File: src/rtl/psu_guard_pkg.sv
package psu_guard_pkg;

   localparam int unsigned OV_RAILS = 3;
   localparam int unsigned UV_RAILS = 2;

   localparam int unsigned RAIL_3V3 = 0;
   localparam int unsigned RAIL_5V0 = 1;
   localparam int unsigned RAIL_12V = 2;

   typedef logic [OV_RAILS-1:0] ov_vec_t;
   typedef logic [UV_RAILS-1:0] uv_vec_t;

   typedef enum logic [1:0] {
      TMR_IDLE = 2'd0,
      TMR_RUN  = 2'd1,
      TMR_DONE = 2'd2
   } tmr_phase_e;

endpackage

File: src/rtl/psu_guard_stable.sv
module psu_guard_stable #(
   parameter int unsigned CYC     = 4,
   parameter bit          RST_VAL = 1'b0
) (
   input  logic clk,
   input  logic rst,
   input  logic raw_i,
   output logic stable_o
);

   generate
      if (CYC < 1) begin : g_bad
         $error("psu_guard_stable: CYC must be at least 1");
      end

      if (CYC <= 1) begin : g_reg
         always_ff @(posedge clk) begin
            if (rst) stable_o <= RST_VAL;
            else     stable_o <= raw_i;
         end
      end else begin : g_cnt
         localparam int unsigned W = $clog2(CYC);
         logic [W-1:0] run_q;

         always_ff @(posedge clk) begin
            if (rst) begin
               stable_o <= RST_VAL;
               run_q    <= '0;
            end else if (raw_i == stable_o) begin
               run_q <= '0;
            end else if (run_q == W'(CYC - 1)) begin
               stable_o <= raw_i;
               run_q    <= '0;
            end else begin
               run_q <= run_q + 1'b1;
            end
         end

         // an accepted level equals what the raw input held, after a full run
         p_accept_full_run_r3: assert property (@(posedge clk) disable iff (rst)
            (stable_o != $past(stable_o)) |-> (stable_o == $past(raw_i)) && ($past(run_q) == W'(CYC - 1)));
      end
   endgenerate

endmodule

File: src/rtl/psu_guard_window.sv
module psu_guard_window #(
   parameter int unsigned CYC = 8
) (
   input  logic clk,
   input  logic rst,
   input  logic run_i,
   output logic hit_o,
   output logic done_o
);

   localparam int unsigned W = (CYC < 1) ? 1 : $clog2(CYC + 1);

   generate
      if (CYC < 1) begin : g_bad
         $error("psu_guard_window: CYC must be at least 1");
      end
   endgenerate

   import psu_guard_pkg::*;

   logic [W-1:0] cnt_q;
   tmr_phase_e   phase;

   always_ff @(posedge clk) begin
      if (rst || !run_i)          cnt_q <= '0;
      else if (cnt_q != W'(CYC))  cnt_q <= cnt_q + 1'b1;
   end

   always_comb begin
      if (cnt_q == '0)             phase = TMR_IDLE;
      else if (cnt_q == W'(CYC))   phase = TMR_DONE;
      else                         phase = TMR_RUN;
   end

   assign done_o = (phase == TMR_DONE);
   assign hit_o  = run_i && (cnt_q == W'(CYC - 1));

   // the window counter saturates and never passes its limit
   p_no_overflow_r7: assert property (@(posedge clk) disable iff (rst)
      cnt_q <= W'(CYC));

   // a stalled run always restarts from zero
   p_restart_r7: assert property (@(posedge clk) disable iff (rst)
      !$past(run_i) |-> (cnt_q == '0));

endmodule

File: src/rtl/psu_guard_latch.sv
module psu_guard_latch
   import psu_guard_pkg::*;
(
   input  logic    clk,
   input  logic    rst,
   input  ov_vec_t ov_flt_i,
   input  uv_vec_t uv_flt_i,
   input  logic    uv_armed_i,
   input  logic    release_hit_i,
   output logic    latched_o
);

   logic ov_any;
   logic uv_any;
   logic fault_now;

   assign ov_any    = |ov_flt_i;
   assign uv_any    = |uv_flt_i;
   assign fault_now = ov_any || (uv_any && uv_armed_i);

   always_ff @(posedge clk) begin
      if (rst)                latched_o <= 1'b0;
      else if (fault_now)     latched_o <= 1'b1;
      else if (release_hit_i) latched_o <= 1'b0;
   end

   // without over-voltage, a new latch needs the armed under-voltage window
   p_uv_gated_r4: assert property (@(posedge clk) disable iff (rst)
      ($rose(latched_o) && !$past(|ov_flt_i)) |-> $past(uv_armed_i && (|uv_flt_i)));

   // the latch only clears on the release timer
   p_release_only_r6: assert property (@(posedge clk) disable iff (rst)
      $fell(latched_o) |-> $past(release_hit_i));

endmodule

File: src/rtl/psu_guard_core.sv
module psu_guard_core
   import psu_guard_pkg::*;
#(
   parameter int unsigned CLK_KHZ      = 1000,
   parameter int unsigned GLITCH_CYC   = (73 * CLK_KHZ + 999) / 1000,
   parameter int unsigned DEBOUNCE_CYC = 38 * CLK_KHZ,
   parameter int unsigned UV_BLANK_CYC = 75 * CLK_KHZ,
   parameter int unsigned PG_CYC       = 300 * CLK_KHZ,
   parameter int unsigned RELEASE_CYC  = (24 * CLK_KHZ + 9) / 10
) (
   input  logic       clk,
   input  logic       rst,
   input  logic [2:0] ov_flag_i,
   input  logic [1:0] uv_flag_i,
   input  logic       pg_in_i,
   input  logic       prot_en_n_i,
   output logic       fault_pull_low_o,
   output logic       pgood_pull_low_o
);

   generate
      if (CLK_KHZ < 1) begin : g_bad_clk
         $error("psu_guard_core: CLK_KHZ must be positive");
      end
      if (DEBOUNCE_CYC <= GLITCH_CYC) begin : g_bad_order
         $error("psu_guard_core: enable debounce must exceed flag deglitch");
      end
   endgenerate

   ov_vec_t ov_flt;
   uv_vec_t uv_flt;
   logic    en_n_db;
   logic    uv_armed;
   logic    blank_hit;
   logic    rel_hit;
   logic    rel_done;
   logic    latched;
   logic    pg_cond;
   logic    pg_done;
   logic    pg_hit;
   logic    unused_win;

   // Flag deglitch, one filter per rail
   generate
      for (genvar i = 0; i < OV_RAILS; i++) begin : g_ov
         psu_guard_stable #(.CYC(GLITCH_CYC), .RST_VAL(1'b0)) u_flt (
            .clk(clk), .rst(rst), .raw_i(ov_flag_i[i]), .stable_o(ov_flt[i]));
      end
      for (genvar j = 0; j < UV_RAILS; j++) begin : g_uv
         psu_guard_stable #(.CYC(GLITCH_CYC), .RST_VAL(1'b0)) u_flt (
            .clk(clk), .rst(rst), .raw_i(uv_flag_i[j]), .stable_o(uv_flt[j]));
      end
   endgenerate

   // Enable debounce, resting disabled
   psu_guard_stable #(.CYC(DEBOUNCE_CYC), .RST_VAL(1'b1)) u_en_db (
      .clk(clk), .rst(rst), .raw_i(prot_en_n_i), .stable_o(en_n_db));

   // Under-voltage blanking after enable
   psu_guard_window #(.CYC(UV_BLANK_CYC)) u_blank (
      .clk(clk), .rst(rst), .run_i(!en_n_db), .hit_o(blank_hit), .done_o(uv_armed));

   // Delayed latch release after the enable rises
   psu_guard_window #(.CYC(RELEASE_CYC)) u_release (
      .clk(clk), .rst(rst), .run_i(en_n_db), .hit_o(rel_hit), .done_o(rel_done));

   psu_guard_latch u_latch (
      .clk(clk), .rst(rst),
      .ov_flt_i(ov_flt), .uv_flt_i(uv_flt),
      .uv_armed_i(uv_armed), .release_hit_i(rel_hit),
      .latched_o(latched));

   // Power-good qualification
   assign pg_cond = pg_in_i && !latched && (ov_flt == '0) && (uv_flt == '0);

   psu_guard_window #(.CYC(PG_CYC)) u_pgood (
      .clk(clk), .rst(rst), .run_i(pg_cond), .hit_o(pg_hit), .done_o(pg_done));

   assign unused_win = ^{blank_hit, rel_done, pg_hit};

   assign fault_pull_low_o = !latched;
   assign pgood_pull_low_o = !(pg_done && pg_cond);

   // a latched fault never coexists with power good
   p_pg_off_latched_r8: assert property (@(posedge clk) disable iff (rst)
      !fault_pull_low_o |-> pgood_pull_low_o);

   // release only happens with the debounced enable high
   p_release_enabled_r6: assert property (@(posedge clk) disable iff (rst)
      $rose(fault_pull_low_o) |-> $past(en_n_db));

   // the under-voltage window is never armed while disabled
   p_disarm_r9: assert property (@(posedge clk) disable iff (rst)
      $past(en_n_db) |-> !uv_armed);

   // power good only rises after the input has been high
   p_pg_needs_input_r7: assert property (@(posedge clk) disable iff (rst)
      $fell(pgood_pull_low_o) |-> $past(pg_in_i));

endmodule

File: config.mk
export PLATFORM = sky130hd
export DESIGN_NAME = psu_guard_core
export DESIGN_NICKNAME = d
export VERILOG_FILES = /design/src/rtl/psu_guard_pkg.sv /design/src/rtl/psu_guard_stable.sv /design/src/rtl/psu_guard_window.sv /design/src/rtl/psu_guard_latch.sv /design/src/rtl/psu_guard_core.sv
export SDC_FILE = /design/constraint.sdc
export NUM_CORES = 1
export LEC_CHECK = 0
export BUFFER_PORTS_ARGS = -buffer_cell sky130_fd_sc_hd__buf_4
export CORE_MARGIN = 2
export CORE_UTILIZATION = 67
export CTS_BUF_LIST = sky130_fd_sc_hd__clkbuf_2
export DETAILED_ROUTE_END_ITERATION = 10
export GPL_ROUTABILITY_DRIVEN = 0
export PLACE_DENSITY = 0.95
export SLEW_MARGIN = 20
export SYNTH_ARGS = -nofsm -noshare
export SYNTH_HDL_FRONTEND = slang
export SYNTH_HIERARCHICAL = 1
export SYNTH_SLANG_ARGS = --single-unit
File: constraint.sdc
create_clock -name clk -period 3.33 [get_ports clk]
set_clock_uncertainty 0.15 [all_clocks]
set_input_delay 0.1665 -clock clk [delete_from_list [all_inputs] [get_ports clk]]
set_output_delay 0.1665 -clock clk [all_outputs]
set_load 0.005 [all_outputs]
**Word-level counts from Yosys, hierarchy flattened**

Index checks and enable logic that the tools add are counted.

- Bits in registers: 106
- Bits of input ports: 9
- Output and inout port bits: 2

- Add/subtract/negate cells: 9
- Equal/unequal tests: 20
- Multiplexer cells: 6
- Bitwise logic cells: 6
- Reductions and logical operators: 33

Operator list:

| cell | number |
|---|---|
| adder 7 x 1 -> 7 bit, second input constant | 5 |
| equality test 7 bit, second input constant | 5 |
| OR reduction 3 bit | 7 |
| adder 19 x 1 -> 19 bit, second input constant | 1 |
| equality test 19 bit, second input constant | 1 |
| logical NOT 19 bit | 1 |
| inequality test 19 bit, second input constant | 1 |
| adder 17 x 1 -> 17 bit, second input constant | 1 |
| equality test 17 bit, second input constant | 1 |
| logical NOT 17 bit | 1 |
| inequality test 17 bit, second input constant | 1 |
| adder 16 x 1 -> 16 bit, second input constant | 1 |
| equality test 16 bit, second input constant | 1 |
| adder 12 x 1 -> 12 bit, second input constant | 1 |
| equality test 12 bit, second input constant | 1 |
| inequality test 12 bit, second input constant | 1 |
| AND reduction 2 bit | 6 |
| 2-to-1 mux 2 bit | 4 |
| equality test 1 bit | 6 |
| logical AND 1 bit | 6 |
| inverter 1 bit | 6 |
| equality test 2 bit, second input constant | 2 |
| logical NOT 1 bit | 4 |
| logical OR 1 bit | 4 |
| other kinds (5) | 6 |

**Longest topological paths before layout**

Gate-level depths: netlist of run 1.

- Depth in word-level cells: 7
- Mapped depth: 7

**Hierarchy**

The synthesis of run 1 kept the hierarchy.

Modules (own cells, without submodules):

| module | times used | cells each | area an instance (sq um) | seq. area each (sq um) |
|---|---|---|---|---|
| psu_guard_stable at g_ov[0].u_flt ... | 5 | 38 | 357.8 | 160.2 |
| psu_guard_window at u_pgood | 1 | 120 | 998.5 | 380.4 |
| psu_guard_window at u_blank | 1 | 107 | 925.9 | 340.3 |
| psu_guard_stable at u_en_db | 1 | 83 | 813.3 | 340.3 |
| psu_guard_window at u_release | 1 | 76 | 648.1 | 240.2 |
| psu_guard_latch | 1 | 5 | 55.1 | 20.0 |
| psu_guard_core | 1 | 6 | 37.5 | 0.0 |

**Worst setup path after synthesis of run 1**

OpenSTA, ideal clock, no wires.

- Path type: register to register
- Start point: register g_uv[1].u_flt.stable_o
- End point: register u_pgood.cnt_q[12]
- Arrival time: 1.755 ns
- Slack: 1.351 ns
- Stages on the path, launching flop included: 7
- Buffers on the path: 1
- Path through: dfxtp_1 or4b_1 nor4_1 nand2b_1 buf_4 a2111o_1 o21ai_0

- Cells in the longest elaborated chain, start to end: 4

RTL lines:

| element | line | RTL |
|---|---|---|
| start, declared | psu_guard_stable.sv:8 | `output logic stable_o` |
| start signal, assigned | psu_guard_stable.sv:32 | `stable_o <= raw_i;` |
| logical NOT 2 bit | psu_guard_core.sv:74 | `assign pg_cond = pg_in_i && !latched && (ov_flt == '0) && (uv_flt == '0);` |
| logical AND 1 bit | psu_guard_core.sv:74 |  |
| net pg_cond | psu_guard_core.sv:38 | `logic pg_cond;` |
| logical NOT 1 bit | psu_guard_window.sv:25 | `if (rst \|\| !run_i) cnt_q <= '0;` |
| logical OR 1 bit | psu_guard_window.sv:25 |  |
| end signal, assigned | psu_guard_window.sv:26 | `else if (cnt_q != W'(CYC)) cnt_q <= cnt_q + 1'b1;` |
| end, declared | psu_guard_window.sv:21 | `logic [W-1:0] cnt_q;` |

The timed path passes the listed nets, and every way through them passes these cells.
A chain may end at the register's enable or synchronous reset.

**Final worst setup path of run 1**

- Start point: register u_pgood.cnt_q[0]
- End point: output pgood_pull_low_o

- Cells in the longest elaborated chain, start to end: 6
- Elaborated cells between the ends (all ways): 7
- Those cells by class: 2 x eq/ne; 2 x mux; 3 x reduce/logical

RTL lines:

| element | line | RTL |
|---|---|---|
| equality test 19 bit | psu_guard_window.sv:31 | `else if (cnt_q == W'(CYC)) phase = TMR_DONE;` |
| 2-to-1 mux 2 bit | psu_guard_window.sv:31 |  |
| 2-to-1 mux 2 bit * | psu_guard_window.sv:30 | `if (cnt_q == '0) phase = TMR_IDLE;` |
| equality test 2 bit * | psu_guard_window.sv:35 | `assign done_o = (phase == TMR_DONE);` |
| net pg_done | psu_guard_core.sv:39 | `logic pg_done;` |
| logical AND 1 bit * | psu_guard_core.sv:82 | `assign pgood_pull_low_o = !(pg_done && pg_cond);` |
| logical NOT 1 bit * | psu_guard_core.sv:82 |  |
| end, declared | psu_guard_core.sv:18 | `output logic pgood_pull_low_o` |

Mark *: on every way through the listed nets, which the timed path passes. The rest lies on a longest branch.

==> reports/qor.csv, run 1 <==
stage,metric,value,unit
run_status,status,completed,
timing,fin. max-slew vios,0,
timing,RSZ-0062 raised after global routing,no,
routing,Routed Antenna Nets,0,
layout,final instance area,0.00563,mm^2
clock_network,maximum clock path buffer count,2,
timing,Hold Slack,0.0596,ns
pwr,worst vdd ir,0.258,mV
setup_path,Worst Path Max Fanout,5,
placed_design,Port Buf Inserts,10,
routing,DR WL met2,5440,um
pwr,P_sw,495,uW
clock_network,"Reg clk slew, reported paths",0.27,ns
layout,nets,630,
clock_network,Post-CTS Setup Bufs,0,
routing,DR vias,4258,
timing,fmax,0.351,GHz
timing,final hold violation count,0,
routing,routed wire length,10400,um
pwr,Clock Power Share,0.334,
floorplan,IO Pins,11,
floorplan,core box area,0.00765,mm^2
floorplan,Die Span X,92.4,um
global_route,global-route wire length before repair,18300,um
routing,routed len/inst,14.6,um
timing,setup_tns,0,ns
setup_path,critical path arrival,2.53,ns
global_route,largest net degree at the start of global routing,20,
clock_network,# H-tree levels,3,
placed_design,Post-DP Area,0.00536,mm^2
routing,DRT Pass-1 Iters,5,
timing,Slew @ Worst Pin,0.777,ns
logic_synthesis,Mapped Cells,583,
global_route,vias in the first global route,4118,
setup_path,Worst setup EP type,output pin,
placed_design,DP HPWL,7430,um
timing,Final setup violation count,0,
layout,layout cells sized above 1,0.123,
logic_synthesis,Synth warnings,6,
setup_path,WP data required,3.01,ns
pwr,Leak,0.00184,uW
global_route,total gr overflow,0,
routing,Max Used Layer,met4,
setup_path,Critical R2R Launch,g_uv[1].u_flt/stable_o$_SDFFE_PP0P_,
timing,relative slew slack,0.481,
pwr,Combinational Power Share,0.040,
placed_design,"worst slack, placed",1.02,ns
setup_path,FF-to-FF End,u_pgood/cnt_q[12]$_SDFFE_PP0P_,
setup_path,Crit. Startpoint,u_pgood/cnt_q[0]$_SDFFE_PP0P_,
floorplan,num rows,32,
logic_synthesis,Synth Cell Area,0.00524,mm^2
floorplan,Total Die Area,0.00854,mm^2
min_path,Worst Hold Class,in -> reg,
clock_network,CTS resizes,0,
floorplan,die outline height,92.4,um
routing,vias per cell,5.99,
routing,met3 wire len,380,um
setup_path,critical path startpoint category,flip-flop,
clock_network,CTS Buf Count,9,
clock_network,TritonCTS clock tree,built,
timing,period utilization,0.855,
timing,PnR worst setup slack,0.483,ns
setup_path,R2R Setup Slk,0.93,ns
clock_network,clk sinks,106,
layout,P&R area growth vs syn,7.43,%
routing,1st-iter DRT viols,211,
timing,crit path time final,2.85,ns
global_route,initial antenna violation count,0,
pwr,power per standard cell area,369,mW/mm^2
pwr,switching share of power,0.238,
logic_synthesis,Mapped Nets,609,
layout,fin util,0.736,
global_route,GRT Total Usage,0.260,
clock_network,clk root buf,clkbuf_2,
routing,DRC,0,
setup_path,critical path class,reg -> out,
setup_path,FF-to-FF path depth,5,
logic_synthesis,Avg Inst Size Synth,8.99,um^2
clock_network,Post-CTS Hold Buffers,12,
routing,met1 wire length,4390,um
floorplan,Initial Util,0.685,
flow_run,maxcap violations,0,
clock_network,clk_lat worst skew,0.58,ns
layout,n_diodes,0,
setup_path,worst setup path endpoint,pgood_pull_low_o,
pwr,Flop pwr share,0.626,
pwr,Int Power,1580,uW
==> flip-flops by register name, summed over array words and instances (netlist names) <==
| register | cells |
|---|---|
| u_latch/latched_o | 1 |
| u_release/cnt_q | 12 |
| g_ov.u_flt/stable_o | 3 |
| u_blank/cnt_q | 17 |
| g_uv.u_flt/g_cnt.run_q | 14 |
| u_en_db/stable_o | 1 |
| u_en_db/g_cnt.run_q | 16 |
| g_ov.u_flt/g_cnt.run_q | 21 |
| g_uv.u_flt/stable_o | 2 |
| u_pgood/cnt_q | 19 |
==> worst min path at each step <==
| stage | startpoint | to | cells after the start |
|---|---|---|---|
| global route | pg_in_i | u_pgood/cnt_q[15]$_SDFFE_PP0P_ | 5 |
| CTS | pg_in_i | u_pgood/cnt_q[15]$_SDFFE_PP0P_ | 5 |
| floorplan | rst | g_ov[0].u_flt/stable_o$_SDFFE_PP0P_ | 1 |
| global placement | g_ov[1].u_flt/g_cnt.run_q[0]$_SDFF_PP0_ | g_ov[1].u_flt/g_cnt.run_q[0]$_SDFF_PP0_ | 1 |
| detailed placement | g_ov[1].u_flt/g_cnt.run_q[0]$_SDFF_PP0_ | g_ov[1].u_flt/g_cnt.run_q[0]$_SDFF_PP0_ | 1 |
| finish | pg_in_i | u_pgood/cnt_q[15]$_SDFFE_PP0P_ | 5 |
==> worst max-delay path, stage by stage (launching register included) <==
cell and delay, ns:
dfxtp_1 0.41, inv_1 0.09, ha_1 0.15, nand2_1 0.07, or4_1 0.50, nor2_1 0.13, nand2b_1 0.06, or4_1 0.40
buf_4 0.15
==> cell type report <==
type | instances | area, um^2
Inverter | 36 | 135
Tap cell | 102 | 128
Clock inverter | 6 | 96.3
Multi-Input combinational cell | 429 | 2900
Timing Repair Buffer | 22 | 195
Clock buffer | 10 | 50.0
Sequential cell | 106 | 2120
Fill cell | 515 | 2020
==> power by group through the flow <==
stage	Sequential [uW]	Clock, uW	Combinational (uW)
finish	1300	694	82.9
global route	1300	749	92.2
CTS	1300	701	81.7
detailed placement	1320	0	75.1
global placement	1320	0	69.8
floorplan	1320	0	54.2
==> metal layers <==
layer / vias up / GRT usage
li1: 2127 / -
met1: 2011 / 0.308
met2: 98 / 0.481
met3: 22 / 0.0472
met4: 0 / 0.0697
met5: - / 0
==> layout by cell type, fill, tap and decap left out, drive strengths merged, types with 7 or more instances in the layout <==
master / count
o31ai: 7
nor4: 14
dfxtp: 106
nand2: 43
ha: 17
and3: 7
mux2i: 8
nand2b: 11
nand4: 22
dlygate4sd3: 12
xor2: 22
a21oi: 41
and4: 8
nand3: 34
or4: 9
clkbuf: 10
nor4b: 9
nor2: 58
inv: 38
o21ai: 28
xnor2: 25
or3: 22
buf: 10
nor3: 9
==> metrics by stage <==
| stage | cells | total power, uW |
|---|---|---|
| after floorplan | 583 | 1370 |
| after global placement | 683 | 1390 |
| after detailed placement | 683 | 1400 |
| after CTS | 711 | 2080 |
| after global routing | 711 | 2140 |
| final | 711 | 2080 |
Power figures use the tool's default switching activity.
==> run 2, diff against run 1 <==
CTS_BUF_LIST = unset   (was sky130_fd_sc_hd__clkbuf_2)
==> reports/qor.csv, run 2 (synthesis results as in run 1) <==
stage,metric,value,unit
setup_path,FF-to-FF End,u_pgood/cnt_q[12]$_SDFFE_PP0P_,
routing,vias per cell,6.06,
routing,routed wire length,10600,um
setup_path,R2R Setup Slk,0.96,ns
pwr,Leak,0.00185,uW
layout,register bank with the most flops,g_ov.u_flt/g_cnt.run_q,
layout,layout cells sized above 1,0.122,
flow_run,maxcap violations,0,
pwr,Int Power,1750,uW
setup_path,FF-to-FF path depth,5,
pwr,P_sw,504,uW
pwr,worst vdd ir,0.350,mV
pwr,switching share of power,0.224,
clock_network,TritonCTS clock tree,built,
timing,period utilization,0.782,
min_path,cell depth of the worst hold path,5,
run_status,status,completed,
global_route,total gr overflow,0,
min_path,Worst Hold Class,in -> reg,
pwr,Clock Power Share,0.388,
layout,biggest regs,"g_ov.u_flt/g_cnt.run_q x21, u_pgood/cnt_q x19, u_blank/cnt_q x17",
pwr,Flop pwr share,0.575,
routing,DR vias,4304,
timing,Hold Slack,0.305,ns
clock_network,clk_lat worst skew,0.37,ns
layout,most frequent cells in the layout,"dfxtp_1, nor2_1, nand2_1",
layout,nets,629,
pwr,Combinational Power Share,0.037,
clock_network,CTS Buf Count,9,
pwr,overall power,2250,uW
min_path,hold wc startpoint,pg_in_i,
routing,Routed Antenna Nets,0,
min_path,hold endpoint,u_pgood/cnt_q[15]$_SDFFE_PP0P_,
global_route,initial antenna violation count,0,
clock_network,Post-CTS Hold Buffers,11,
clock_network,# H-tree levels,3,
routing,routed len/inst,14.9,um
clock_network,clk root buf,clkbuf_8,
timing,Slew @ Worst Pin,0.776,ns
setup_path,WP data required,3.01,ns
clock_network,clk sinks,106,
floorplan,core box area,0.00765,mm^2
placed_design,DP HPWL,7430,um
layout,n_diodes,0,
pwr,power per standard cell area,395,mW/mm^2
timing,fmax,0.384,GHz
setup_path,critical path class,reg -> out,
timing,final hold violation count,0,
global_route,largest net degree at the start of global routing,20,
timing,RSZ-0062 raised after global routing,no,
timing,setup_tns,0,ns
layout,Largest register FFs,21,
clock_network,CTS resizes,0,
routing,DRC,0,
routing,1st-iter DRT viols,222,
global_route,vias in the first global route,4254,
setup_path,Worst Path Max Fanout,5,
global_route,GRT Total Usage,0.266,
timing,fin. max-slew vios,0,
timing,relative slew slack,0.482,
clock_network,"Reg clk slew, reported paths",0.10,ns
floorplan,die outline height,92.4,um
floorplan,Initial Util,0.685,
layout,fin util,0.745,
clock_network,maximum clock path buffer count,2,
layout,P&R area growth vs syn,8.72,%
layout,"most common cell after layout, fill and taps aside",dfxtp_1,
timing,crit path time final,2.60,ns
placed_design,Port Buf Inserts,10,
layout,fillers,493,
timing,Final setup violation count,0,
setup_path,Worst setup EP type,output pin,
floorplan,Total Die Area,0.00854,mm^2
floorplan,Die Span X,92.4,um
setup_path,critical path startpoint category,flip-flop,
floorplan,num rows,32,
setup_path,Critical R2R Launch,g_uv[1].u_flt/stable_o$_SDFFE_PP0P_,
floorplan,IO Pins,11,
clock_network,Post-CTS Setup Bufs,0,
routing,DRT Pass-1 Iters,5,
global_route,global-route wire length before repair,18800,um
setup_path,critical path arrival,2.29,ns
==> run 2: how the worst max path moves through the flow <==
stage | startpoint | to | slack [ns] | cells past startpoint
final | u_pgood/cnt_q[0]$_SDFFE_PP0P_ | pgood_pull_low_o | 0.73 | 8
after global placement | g_uv[1].u_flt/stable_o$_SDFFE_PP0P_ | u_pgood/cnt_q[12]$_SDFFE_PP0P_ | 1.11 | 5
after CTS | u_pgood/cnt_q[0]$_SDFFE_PP0P_ | pgood_pull_low_o | 0.73 | 8
after floorplan | g_uv[1].u_flt/stable_o$_SDFFE_PP0P_ | u_pgood/cnt_q[12]$_SDFFE_PP0P_ | 1.40 | 6
after global routing | u_pgood/cnt_q[15]$_SDFFE_PP0P_ | pgood_pull_low_o | 0.59 | 6
after detailed placement | g_uv[1].u_flt/stable_o$_SDFFE_PP0P_ | u_pgood/cnt_q[12]$_SDFFE_PP0P_ | 1.02 | 5
==> run 2: area by class of cell <==
cell class	count	area, um^2	share of cell area
inverter	36	135	0.0237
clock buffer	10	128	0.0224
multi-input combinational	429	2900	0.509
clock inverter	6	96.3	0.0169
timing repair buffer	21	185	0.0325
tap	102	128	0.0224
sequential	106	2120	0.373
==> run 2: layer usage <==
layer / GRT usage / wire [um] / vias up
li1: - / - / 2118
met1: 0.314 / 4470 / 2077
met2: 0.487 / 5540 / 85
met3: 0.0415 / 342 / 24
met4: 0.0970 / 259 / 0
met5: 0 / 0 / -
==> run 2: power groups by stage <==
stage | combinational, uW | clock, uW | sequential (uW)
CTS | 82.3 | 889 | 1290
floorplan | 54.2 | 0 | 1320
detailed placement | 75.1 | 0 | 1320
finish | 83.9 | 874 | 1290
global route | 92.9 | 933 | 1300
global placement | 69.8 | 0 | 1320
==> run 2: metrics by stage <==
step,setup WS [ns],area (um^2),cells
after floorplan,1.40,5240,583
after global placement,1.11,5360,683
after detailed placement,1.02,5360,683
after CTS,0.734,5700,710
after global routing,0.594,5700,710
final,0.725,5700,710
==> run 2: critical path: stages, from the launching register on <==
cell and delay, ns:
dfxtp_1 0.36, inv_1 0.09, ha_1 0.15, nand2_1 0.07, or4_1 0.51, nor2_1 0.13
nand2b_1 0.06, or4_1 0.40, buf_4 0.15
==> run 3, diff against run 2 <==
CORE_UTILIZATION = 56   (was 67)
PLACE_DENSITY = 0.86   (was 0.95)
clock period = 2.2 ns   (was 3.33 ns; I/O delays follow)
==> reports/qor.csv, run 3 (synthesis results as in run 1) <==
stage,metric,value,unit
setup_path,Critical Path Max Stage Delay,0.44,ns
setup_path,R2R Setup Slk,0.08,ns
timing,fin. max-slew vios,0,
floorplan,die outline height,101,um
routing,1st-iter DRT viols,225,
setup_path,critical path's slowest cell,or4_4,
layout,Finished Layout Cells,725,
floorplan,IO Pins,11,
layout,nets,635,
run_status,status,"complete, but fails checks",
placed_design,DP HPWL,6860,um
timing,crit path time final,2.41,ns
global_route,initial antenna violation count,0,
routing,met3 wire len,268,um
floorplan,num rows,35,
clock_network,# H-tree levels,3,
clock_network,clk root buf,clkbuf_8,
layout,register bank with the most flops,g_ov.u_flt/g_cnt.run_q,
timing,Final setup violation count,1,
routing,routed wire length,10000,um
pwr,Leak,0.00189,uW
layout,Largest register FFs,21,
setup_path,critical path startpoint category,flip-flop,
global_route,total gr overflow,0,
clock_network,"Reg clk slew, reported paths",0.11,ns
layout,total area of sequential cells,0.00212,mm^2
layout,multi-input logic area,0.00291,mm^2
routing,DRT Pass-1 Iters,5,
setup_path,Worst Path Max Fanout,2,
floorplan,core box area,0.00915,mm^2
global_route,global-route wire length before repair,17100,um
layout,biggest regs,"g_ov.u_flt/g_cnt.run_q x21, u_pgood/cnt_q x19, u_blank/cnt_q x17",
placed_design,Port Buf Inserts,10,
timing,setup_tns,-0.214,ns
pwr,power per standard cell area,584,mW/mm^2
timing,RSZ-0062 raised after global routing,yes,
placed_design,"worst slack, placed",0.152,ns
flow_run,maxcap violations,0,
layout,most frequent cells in the layout,"dfxtp_1, nor2_1, nand2_1",
setup_path,crit-path leading delay family,simple AND/OR/NAND/NOR gates,
min_path,Worst Hold Class,in -> reg,
setup_path,worst setup path endpoint,pgood_pull_low_o,
layout,"most common cell after layout, fill and taps aside",dfxtp_1,
run_status,failing checks,negative setup slack,
routing,DR WL met2,5120,um
clock_network,clk sinks,106,
timing,fmax,0.414,GHz
timing,final hold violation count,0,
clock_network,TritonCTS clock tree,built,
pwr,Int Power,2550,uW
routing,routed len/inst,13.8,um
setup_path,FF-to-FF path depth,5,
global_route,largest net degree at the start of global routing,21,
pwr,overall power,3370,uW
layout,n_diodes,0,
setup_path,WP data required,1.94,ns
timing,period utilization,1.10,
timing,relative slew slack,0.451,
pwr,Flop pwr share,0.581,
pwr,worst vdd ir,0.352,mV
layout,layout cells sized above 1,0.140,
setup_path,Critical R2R Launch,g_uv[1].u_flt/stable_o$_SDFFE_PP0P_,
routing,DRC,0,
timing,PnR worst setup slack,-0.214,ns
global_route,vias in the first global route,4057,
routing,DR vias,4285,
global_route,GRT Total Usage,0.203,
setup_path,"Buf+Inv Stages, Crit Path",2,
setup_path,critical path class,reg -> out,
timing,Hold Slack,0.301,ns
floorplan,Die Span X,101,um
setup_path,cells along the critical path,inv_2 -> ha_1 -> nand2_1 -> or4_4 -> nor2_2 -> nand2b_1 -> or4_1 -> buf_4,
floorplan,Initial Util,0.572,
placed_design,placed insts,695,
setup_path,Levels on crit path,8,
layout,P&R area growth vs syn,10.0,%
clock_network,clk_lat worst skew,0.37,ns
setup_path,Worst setup EP type,output pin,
floorplan,Total Die Area,0.0101,mm^2
setup_path,Crit. Startpoint,u_pgood/cnt_q[0]$_SDFFE_PP0P_,
pwr,Clock Power Share,0.380,
layout,fillers,700,
routing,met1 wire length,4430,um
routing,vias per cell,5.91,
pwr,Combinational Power Share,0.038,
timing,Slew @ Worst Pin,0.822,ns
routing,Routed Antenna Nets,0,
setup_path,critical path arrival,2.15,ns
pwr,switching share of power,0.242,
clock_network,maximum clock path buffer count,2,
setup_path,FF-to-FF End,u_pgood/cnt_q[12]$_SDFFE_PP0P_,
pwr,P_sw,814,uW
routing,Max Used Layer,met4,
clock_network,CTS Buf Count,9,
run 3: layer usage:
| layer | up-vias | GRT usage |
|---|---|---|
| met5 | - | 0 |
| met4 | 0 | 0.0906 |
| met3 | 22 | 0.0243 |
| met2 | 79 | 0.361 |
| met1 | 2046 | 0.245 |
| li1 | 2138 | - |
run 3: area by class of cell:
cell class	instances	area share
inverters	36	0.0234
well taps	111	0.0241
clock buffers	9	0.0215
repair buffers	27	0.0404
clock inverters	7	0.0165
flip-flops and latches	106	0.369
multi-input cells	429	0.506
run 3: what timing repair did:
item / 4_1_cts / 5_1_grt
pin swaps: 1 / 1
hold endpoints to repair: 7 / 0
gates resized for setup: 2 / 4
setup endpoints to repair: 1 / 2
hold buffers: 12 / 0
setup buffers: 2 / 0
run 3: tightest hold or removal path: cells and delay by family:
| kind | cells | cell delay, ns |
|---|---|---|
| and+or+nand+nor | 3 | 0.46 |
| buffers and inverters | 1 | 0.12 |
| AOI/OAI and AO/OA | 1 | 0.10 |
run 3: worst min-delay path by stage:
stage	cells past startpoint	slack (ns)	endpoint	start
floorplan	1	0.03	g_ov[0].u_flt/stable_o$_SDFFE_PP0P_	rst
global placement	3	0.24	g_ov[0].u_flt/stable_o$_SDFFE_PP0P_	ov_flag_i[0]
detailed placement	3	0.26	g_uv[0].u_flt/stable_o$_SDFFE_PP0P_	uv_flag_i[0]
CTS	5	0.28	u_pgood/cnt_q[15]$_SDFFE_PP0P_	pg_in_i
global route	5	0.32	u_pgood/cnt_q[15]$_SDFFE_PP0P_	pg_in_i
finish	5	0.30	u_pgood/cnt_q[15]$_SDFFE_PP0P_	pg_in_i
run 3: per-stage QoR:
stage / cell area (um^2) / util
final: 5760 / 0.630
after global routing: 5760 / 0.630
after CTS: 5750 / 0.628
after detailed placement: 5400 / 0.589
after global placement: 5400 / 0.589
after floorplan: 5240 / -
run 3: power by group through the flow:
stage / Clock, uW / Combinational, uW / Sequential [uW]
2_1_floorplan: 0 / 82.1 / 1990
3_3_place_gp: 0 / 107 / 2000
3_5_place_dp: 0 / 113 / 2000
4_1_cts: 1310 / 127 / 1960
5_1_grt: 1380 / 143 / 1960
6_report: 1280 / 129 / 1960
